## src/rtl/opg_pkg.sv

```systemverilog
package opg_pkg;
  localparam int unsigned PAGE_W_DEF = 3;
  localparam int unsigned LEN_W_DEF  = 4;
  localparam int unsigned DEPTH_DEF  = 4;
  localparam int unsigned REG_W_DEF  = 32;

  // one action per cycle, chosen by priority
  typedef enum logic [2:0] {
    OP_IDLE, OP_LOAD, OP_CLEAR, OP_FLUSH, OP_PUSH, OP_POP, OP_RETIRE
  } op_e;
endpackage

```

## src/rtl/opg_cmd_arb.sv

```systemverilog
module opg_cmd_arb
  import opg_pkg::*;
(
  input  logic csr_we_i,
  input  logic clear_i,
  input  logic branch_i,
  input  logic push_i,
  input  logic pop_i,
  input  logic retire_i,
  output op_e  op_o
);
  always_comb begin
    if (csr_we_i)      op_o = OP_LOAD;
    else if (clear_i)  op_o = OP_CLEAR;
    else if (branch_i) op_o = OP_FLUSH;
    else if (push_i)   op_o = OP_PUSH;
    else if (pop_i)    op_o = OP_POP;
    else if (retire_i) op_o = OP_RETIRE;
    else               op_o = OP_IDLE;
  end
endmodule

```

## src/rtl/opg_next_state.sv

```systemverilog
module opg_next_state
  import opg_pkg::*;
#(
  parameter int unsigned PAGE_W = PAGE_W_DEF,
  parameter int unsigned LEN_W  = LEN_W_DEF,
  parameter int unsigned DEPTH  = DEPTH_DEF,
  parameter int unsigned REG_W  = REG_W_DEF,
  localparam int unsigned CNT_W = $clog2(DEPTH + 1),
  localparam int unsigned IDX_W = $clog2(DEPTH)
) (
  input  op_e                          op_i,
  input  logic [DEPTH-1:0][PAGE_W-1:0] pg_q,
  input  logic [DEPTH-1:0][LEN_W-1:0]  ln_q,
  input  logic [CNT_W-1:0]             dep_q,
  input  logic [PAGE_W-1:0]            push_page_i,
  input  logic [LEN_W-1:0]             push_len_i,
  input  logic [REG_W-1:0]             wdata_i,
  output logic [DEPTH-1:0][PAGE_W-1:0] pg_d,
  output logic [DEPTH-1:0][LEN_W-1:0]  ln_d,
  output logic [CNT_W-1:0]             dep_d,
  output logic                         expire_o
);
  localparam int unsigned ENT_W   = PAGE_W + LEN_W;
  localparam int unsigned DEP_LSB = DEPTH * ENT_W;
  localparam logic [LEN_W-1:0] LEN_PERM = '1;

  function automatic logic [CNT_W-1:0] clamp_depth(input logic [CNT_W-1:0] d);
    return (d > CNT_W'(DEPTH)) ? CNT_W'(DEPTH) : d;
  endfunction

  function automatic logic runs_out(input logic [LEN_W-1:0] l);
    return l <= LEN_W'(1);
  endfunction

  logic [IDX_W-1:0] top_idx;
  logic [CNT_W-1:0] kept;
  assign top_idx = IDX_W'(dep_q - 1'b1);

  if (REG_W > DEP_LSB + CNT_W) begin : g_spare
    logic unused_hi;
    assign unused_hi = ^wdata_i[REG_W-1:DEP_LSB+CNT_W];
  end

  always_comb begin
    pg_d     = pg_q;
    ln_d     = ln_q;
    dep_d    = dep_q;
    expire_o = 1'b0;
    kept     = '0;
    case (op_i)
      OP_LOAD: begin
        for (int k = 0; k < DEPTH; k++) begin
          ln_d[k] = wdata_i[k*ENT_W +: LEN_W];
          pg_d[k] = wdata_i[k*ENT_W+LEN_W +: PAGE_W];
        end
        dep_d = clamp_depth(wdata_i[DEP_LSB +: CNT_W]);
      end
      OP_CLEAR: dep_d = '0;
      OP_FLUSH: begin
        for (int k = 0; k < DEPTH; k++) begin
          if (CNT_W'(k) < dep_q && ln_q[k] == LEN_PERM) begin
            pg_d[kept[IDX_W-1:0]] = pg_q[k];
            ln_d[kept[IDX_W-1:0]] = ln_q[k];
            kept = kept + 1'b1;
          end
        end
        dep_d = kept;
      end
      OP_PUSH: begin
        if (dep_q == CNT_W'(DEPTH)) begin
          pg_d[top_idx] = push_page_i;
          ln_d[top_idx] = push_len_i;
        end else begin
          pg_d[dep_q[IDX_W-1:0]] = push_page_i;
          ln_d[dep_q[IDX_W-1:0]] = push_len_i;
          dep_d = dep_q + 1'b1;
        end
      end
      OP_POP: if (dep_q != '0) dep_d = dep_q - 1'b1;
      OP_RETIRE: begin
        if (dep_q != '0 && ln_q[top_idx] != LEN_PERM) begin
          if (runs_out(ln_q[top_idx])) begin
            dep_d    = dep_q - 1'b1;
            expire_o = 1'b1;
          end else begin
            ln_d[top_idx] = ln_q[top_idx] - 1'b1;
          end
        end
      end
      default: ;
    endcase
  end
endmodule

```

## src/rtl/opg_view.sv

```systemverilog
module opg_view
  import opg_pkg::*;
#(
  parameter int unsigned PAGE_W = PAGE_W_DEF,
  parameter int unsigned LEN_W  = LEN_W_DEF,
  parameter int unsigned DEPTH  = DEPTH_DEF,
  parameter int unsigned REG_W  = REG_W_DEF,
  parameter logic [PAGE_W-1:0] DEFAULT_PAGE = '0,
  localparam int unsigned CNT_W = $clog2(DEPTH + 1),
  localparam int unsigned IDX_W = $clog2(DEPTH)
) (
  input  logic [DEPTH-1:0][PAGE_W-1:0] pg_q,
  input  logic [DEPTH-1:0][LEN_W-1:0]  ln_q,
  input  logic [CNT_W-1:0]             dep_q,
  output logic [PAGE_W-1:0]            page_o,
  output logic                         active_o,
  output logic [REG_W-1:0]             rdata_o
);
  localparam int unsigned ENT_W   = PAGE_W + LEN_W;
  localparam int unsigned DEP_LSB = DEPTH * ENT_W;

  logic [IDX_W-1:0] top_idx;
  assign top_idx  = IDX_W'(dep_q - 1'b1);
  assign active_o = (dep_q != '0);
  assign page_o   = active_o ? pg_q[top_idx] : DEFAULT_PAGE;

  for (genvar k = 0; k < DEPTH; k++) begin : g_ent
    assign rdata_o[k*ENT_W +: ENT_W] =
      (CNT_W'(k) < dep_q) ? {pg_q[k], ln_q[k]} : '0;
  end
  assign rdata_o[DEP_LSB +: CNT_W] = dep_q;
  if (REG_W > DEP_LSB + CNT_W) begin : g_pad
    assign rdata_o[REG_W-1:DEP_LSB+CNT_W] = '0;
  end
endmodule

```

## src/rtl/opg_page_stack.sv

```systemverilog
module opg_page_stack
  import opg_pkg::*;
#(
  parameter int unsigned PAGE_W = PAGE_W_DEF,
  parameter int unsigned LEN_W  = LEN_W_DEF,
  parameter int unsigned DEPTH  = DEPTH_DEF,
  parameter int unsigned REG_W  = REG_W_DEF,
  parameter logic [PAGE_W-1:0] DEFAULT_PAGE = '0
) (
  input  logic              clk,
  input  logic              rst_n,
  input  logic              retire_i,
  input  logic              push_i,
  input  logic [PAGE_W-1:0] push_page_i,
  input  logic [LEN_W-1:0]  push_len_i,
  input  logic              pop_i,
  input  logic              clear_i,
  input  logic              branch_i,
  input  logic              csr_we_i,
  input  logic [REG_W-1:0]  csr_wdata_i,
  output logic [PAGE_W-1:0] page_o,
  output logic              active_o,
  output logic [REG_W-1:0]  csr_rdata_o
);
  localparam int unsigned CNT_W = $clog2(DEPTH + 1);

  op_e                          op;
  logic [DEPTH-1:0][PAGE_W-1:0] pg_q, pg_d;
  logic [DEPTH-1:0][LEN_W-1:0]  ln_q, ln_d;
  logic [CNT_W-1:0]             dep_q, dep_d;
  logic                         ev_expire;

  opg_cmd_arb i_arb (
    .csr_we_i (csr_we_i),
    .clear_i  (clear_i),
    .branch_i (branch_i),
    .push_i   (push_i),
    .pop_i    (pop_i),
    .retire_i (retire_i),
    .op_o     (op)
  );

  opg_next_state #(
    .PAGE_W(PAGE_W), .LEN_W(LEN_W), .DEPTH(DEPTH), .REG_W(REG_W)
  ) i_next (
    .op_i        (op),
    .pg_q        (pg_q),
    .ln_q        (ln_q),
    .dep_q       (dep_q),
    .push_page_i (push_page_i),
    .push_len_i  (push_len_i),
    .wdata_i     (csr_wdata_i),
    .pg_d        (pg_d),
    .ln_d        (ln_d),
    .dep_d       (dep_d),
    .expire_o    (ev_expire)
  );

  always_ff @(posedge clk) begin
    if (!rst_n) begin
      pg_q  <= '0;
      ln_q  <= '0;
      dep_q <= '0;
    end else begin
      pg_q  <= pg_d;
      ln_q  <= ln_d;
      dep_q <= dep_d;
    end
  end

  opg_view #(
    .PAGE_W(PAGE_W), .LEN_W(LEN_W), .DEPTH(DEPTH), .REG_W(REG_W),
    .DEFAULT_PAGE(DEFAULT_PAGE)
  ) i_view (
    .pg_q     (pg_q),
    .ln_q     (ln_q),
    .dep_q    (dep_q),
    .page_o   (page_o),
    .active_o (active_o),
    .rdata_o  (csr_rdata_o)
  );
endmodule

```

## config.mk

```make
export PLATFORM = sky130hd
export DESIGN_NAME = opg_page_stack
export DESIGN_NICKNAME = d
export VERILOG_FILES = /design/src/rtl/opg_pkg.sv /design/src/rtl/opg_cmd_arb.sv /design/src/rtl/opg_next_state.sv /design/src/rtl/opg_view.sv /design/src/rtl/opg_page_stack.sv
export SDC_FILE = /design/constraint.sdc
export NUM_CORES = 1
export LEC_CHECK = 0
export CAP_MARGIN = 30
export CORE_MARGIN = 5
export CORE_UTILIZATION = 52
export DETAILED_ROUTE_END_ITERATION = 10
export MAX_ROUTING_LAYER = met4
export PLACE_DENSITY = 0.85
export SYNTH_ARGS = -nofsm -noshare
export SYNTH_HDL_FRONTEND = slang
export SYNTH_SLANG_ARGS = --single-unit
export TNS_END_PERCENT = 50
```

## constraint.sdc

```tcl
create_clock -name clk -period 4.6 [get_ports clk]
set_input_delay 0.46 -clock clk [delete_from_list [all_inputs] [get_ports clk]]
set_output_delay 0.46 -clock clk [all_outputs]
set_load 0.02 [all_outputs]
```

# Word level (Yosys, flattened, before mapping)
# Cells that the tools add are included.
# W data, S select, Z words.
# word_totals
input_bits	47
elab_cells	141
output_inout_bits	36
register_bits	31
# op_classes
n_mux	77
order_cmp	16
n_reduce_logical	16
add_sub_neg	6
n_eq_ne	17
# ops
operator	n
$mux W16	8
$bwmux W16	6
$mux W3	25
$mux W12	6
$pmux W16 S4	1
$bwmux W12	5
$demux W4 S2	5
$pmux W12 S3	1
$demux W3 S2	5
$mux W4	7
$mux W7	4
$pmux W3 S6	1
$eq A4 B4 Y1 const B	4
$lt A2 B3 Y1 const B	5
$add A3 B1 Y3 const B	4
$eq A3 B3 Y1 const B	4
$ge A2 B1 Y1 const B	5
$logic_and A1 B1 Y1	10
$bmux W4 S2	1
$bmux W3 S2	1
$eq A3 B2 Y1 const B	2
$lt A1 B3 Y1 const A	2
$lt A2 B3 Y1 const A	2
$ne A2 B1 Y1 const B	3
other kinds (13)	15

# Logic depth before layout (Yosys ltp)
# logic_depth
ltp_word	21
depth_mapped	14
depth_no_buf	12

# Hierarchy
# A second synthesis with hierarchy kept.
# hier_totals
hier_cells	472
hier_area_um2	3771.1
# by_module_without_submodules
mod	area_per_inst_um2	cells_per_inst	seq_area_each_um2	n_inst
opg_next_state	2499.9	352	0.0	1
opg_page_stack	868.3	65	620.6	1
opg_view	356.6	47	0.0	1
opg_cmd_arb	46.3	8	0.0	1

# Worst setup path after synthesis
# OpenSTA, ideal clock, no wires.
# synth_path
path_kind	reg-to-reg
start	register dep_q[0]
end	register ln_q[2] in the netlist's numbering
setup_slack_ps	1078
stages_incl_launch_ff	13
arrival_ps	3455
t_required_ps	4533
synth_period_minus_slack_ps	3522
setup_ps	67
n_path_buf	3
cell_sequence	dfxtp_1 > clkbuf_1 > buf_2 > o31a_1 > nand4_1 > inv_1 > ha_1 > clkbuf_1 > or3_1 > o311ai_0 > o21ai_0 > a31o_2 > o21ai_2
# synth_via
elab_chain_len	17
word_cells_on_any_way	68
cone_classes	add/sub: 4; order compare: 15; eq/ne: 4; mux: 33; reduce/logical: 12
# synth_lines
item	line_no	source
from (decl)	opg_page_stack.sv:30	logic [CNT_W-1:0] dep_q, dep_d;
from (signal assigned)	opg_page_stack.sv:67	dep_q <= dep_d;
$lt A1 B3 Y1	opg_next_state.sv:61	if (CNT_W'(k) < dep_q && ln_q[k] == LEN_PERM) begin
$logic_and A1 B1 Y1	opg_next_state.sv:61	
$mux W1	opg_next_state.sv:61	
$mux W3	opg_next_state.sv:50	case (op_i)
$add A3 B1 Y3 (tied with other cells)	opg_next_state.sv:64	kept = kept + 1'b1;
$mux W3 / $logic_and A1 B1 Y1 (equally long branches)	opg_next_state.sv:61, opg_next_state.sv:63	
$mux W3 / $mux W4 (equally long branches)	opg_next_state.sv:50, opg_next_state.sv:63	
$add A3 B1 Y3 (tied with other cells)	opg_next_state.sv:64	
$mux W3 (tied with other cells)	opg_next_state.sv:61	
$mux W3 (tied with other cells)	opg_next_state.sv:50	
$lt A2 B3 Y1 (implied by the code) (tied with other cells)	opg_next_state.sv:63	ln_d[kept[IDX_W-1:0]] = ln_q[k];
$logic_and A1 B1 Y1 (implied by the code) / $bwmux W16 (equally long branches)	opg_next_state.sv:63	
$mux W4 (implied by the code) / $mux W16 (equally long branches)	opg_next_state.sv:63, opg_next_state.sv:61	
$demux W4 S2 / $mux W16 (equally long branches)	-	
$bwmux W16	opg_next_state.sv:63	
$mux W16	opg_next_state.sv:61	
$pmux W16 S4	opg_next_state.sv:50	
to (signal assigned)	opg_page_stack.sv:66	ln_q <= ln_d;
to (decl)	opg_page_stack.sv:29	logic [DEPTH-1:0][LEN_W-1:0] ln_q, ln_d;
# Several ways; a longest one is shown, not always the timed one. The select of a mux whose other input is x is not followed.
# A chain may end at the register's enable or synchronous reset.

# Final worst setup path
# layout_path
start	register dep_q[1]
end	register ln_q[3] in the netlist's numbering
# The elaborated chain is that of the path after synthesis.

==> reports/qor.txt <==
wire length per cell: 21.1 um
Mapped Area: 0.00373 sq mm
GRT Resource Usage Total: 0.314
Max IR drop VDD: 0.145 mV
CP Launch Type: register
clock sink count: 31
area delta synth->final: 21.8%
routability cong.: 0.982
Post-Syn Area per Cell: 7.61 sq um
Yosys cell types: 77
worst-skew pair later-pin latency: 290 ps
Hold WC Path Type: register to register
worst rel slew slack: 0.335
Post-CTS Setup Bufs: 0
Synth warnings: 0
ys flop type: dfxtp_1
total vias in the final route: 4364
final wirelength: 13600 um
CTS hold repair buffers: 0
DRT antenna net count: 0
share of the yosys chip area belonging to registers: 0.166
endpoint class of the critical path: register
TritonCTS Buffers: 5
initial antenna violation count: 0
Initial DRC Count: 540
Max Cap Viol: 0
Worst-Margin Slew: 997 ps
DIE AREA: 0.00896 sq mm
remaining global-route overflow: 0
Setup TNS: 0 ps
Max Root-Sink Buffers: 2
hpwl dp: 10000 um
Starting Density: 0.543
skew final: 5.24 ps
layout cell share with drive strength beyond 1: 0.0783
largest net degree at the start of global routing: 31
Syn Nets: 548
Min Hold Slack: 519 ps
Final Cycle Share: 0.876
Rows: 30
die width: 94.7 um
Worst-path clk slew: 70 ps
count of pins over their slew limit: 0
f_max: 0.248 GHz
1st-pass router iterations: 6
TritonCTS clock tree: built
EDFF count, synth: 0
cells after synthesis: 490
IO Count: 83
Port Buffers: 80
fin nets: 608
vias in the first global route: 4106
Antenna diodes: 0
Core Area: 0.00687 sq mm
post_cts resized: 0
Synth async-reset ratio: 0
unrepaired setup endpoints after global routing: false
first-pass GRT wire length: 21200 um
final setup vio count: 0
LEAKAGE: 0.00175 uW
status: finished clean
Worst EP required: 4770 ps
Final Hold Vio Count: 0
CTS H-tree depth: 2
Pwr per Cell Area: 213 mW/mm^2
drt drc: 0
kind of critical path: register to register
Synth Register Bits: 31
crit path time final: 4030 ps
critical path fanouts, max: 10
crit path DAT: 4210 ps
Die Y: 94.7 um
DR vias/cell: 6.77
Root Driver: clkbuf_8
## where the power goes
part	internal, uW	switching [uW]	total [uW]
combinational	190	229	419
clock	101	100	201
sequential	294	53.1	347
total	584	382	967
## Yosys cell counts (3+ instances only)
cell	count	share of area
o21a_1	4	0.0081
nand3_1	18	0.024
nand2b_1	4	0.0067
o211a_1	6	0.016
a31oi_1	8	0.013
inv_1	18	0.018
clkbuf_8	5	0.018
nor4_1	4	0.0067
a211o_1	3	0.0070
or2_2	3	0.0050
o211ai_1	11	0.022
o21ai_0	33	0.044
o22ai_1	12	0.020
a32o_1	9	0.024
a211oi_1	7	0.014
a21o_1	5	0.010
clkbuf_1	18	0.018
a21oi_1	22	0.030
nor2b_1	15	0.025
buf_6	4	0.012
nor2_1	45	0.045
mux2_2	3	0.0091
a31o_2	5	0.012
and2_1	16	0.027
mux2i_1	30	0.081
a21boi_0	3	0.0060
or3_1	10	0.017
xnor2_1	3	0.0070
o221ai_1	7	0.016
buf_2	4	0.0054
o31ai_1	5	0.010
nor3_1	6	0.0081
nand2_1	39	0.039
dfxtp_1	31	0.17
mux4_2	6	0.036
buf_4	3	0.0060
ha_1	11	0.037
## final timing paths
kind	startpoint	end	slack, ps	cells past startpoint
max	dep_q[1]$_SDFFE_PN0P_	ln_q[3]$_SDFFE_PN0P_	570	12
min	dep_q[0]$_SDFFE_PN0P_	dep_q[0]$_SDFFE_PN0P_	520	2
max reg2reg	dep_q[1]$_SDFFE_PN0P_	ln_q[3]$_SDFFE_PN0P_	570	12
min reg2reg	dep_q[0]$_SDFFE_PN0P_	dep_q[0]$_SDFFE_PN0P_	520	2
## cell families (layout without fill, tap and decap cells)
logic type	Yosys count	in the layout	synth area share
mux	39	39	0.126
buf+inv	55	114	0.0859
other cells	1	1	0.00101
xor+xnor	4	4	0.00940
compound gates	169	169	0.323
fa+ha+maj	11	11	0.0369
simple gates	180	180	0.252
flops	31	31	0.166
## sequential cells by signal, summed over array words and instances (netlist names)
| register | count |
|---|---|
| dep_q | 3 |
| ln_q | 16 |
| pg_q | 12 |
## layout make-up
cell class,count,area (sq um)
sequential,31,621
timing repair buffer,89,868
fill,627,2330
inverter,19,71.3
clock buffer,6,72.6
multi-input combinational,404,2790
tap,96,120
## metal layers
layer / vias to the layer above / GRT usage / part of all wire
li1: 1971 / - / -
met1: 2021 / 0.418 / 0.41
met2: 318 / 0.464 / 0.44
met3: 54 / 0.0637 / 0.12
met4: 0 / 0.124 / 0.032
met5: - / - / 0
## per-stage QoR
stage | utilization | worst slack, ps | power, uW | cells | cell area, sq um
floorplan | - | 1080 | 603 | 490 | 3730
global placement | 0.650 | 884 | 750 | 639 | 4470
detailed placement | 0.650 | 824 | 756 | 639 | 4470
CTS | 0.661 | 803 | 955 | 645 | 4540
global route | 0.661 | 408 | 1010 | 645 | 4540
finish | 0.661 | 569 | 967 | 645 | 4540
## worst max-delay path: stages (launching register included)
cell      delay (ps)
dfxtp_1          590
inv_1            150
ha_1             610
mux2i_1          440
mux2i_1          310
ha_1             290
nand2_1           70
o22ai_1           70
a21oi_1          280
o221ai_2         250
buf_4            250
o31a_1           280
o311a_1          320
## cells in the final DEF (no fill, tap or decap), types with 4 or more instances in the layout
cell,netlist,layout
o21ai_0,33,33
ha_1,11,11
o21a_1,4,4
o31ai_1,5,5
mux4_2,6,6
a32o_1,9,9
nor3_1,6,6
a21oi_1,22,22
inv_1,18,18
nand2_1,39,39
nor2b_1,15,15
mux2i_1,30,30
clkbuf_8,5,5
a31oi_1,8,8
a31o_2,5,5
nor4_1,4,4
nor2_1,45,45
a21o_1,5,5
o211a_1,6,6
o221ai_1,7,7
o22ai_1,12,12
clkdlybuf4s50_1,0,80
o211ai_1,11,11
a211oi_1,7,7
nand2b_1,4,4
buf_4,3,9
and2_1,16,16
or3_1,10,10
nand3_1,18,18
dfxtp_1,31,31
(Power assumes the default switching activity.)
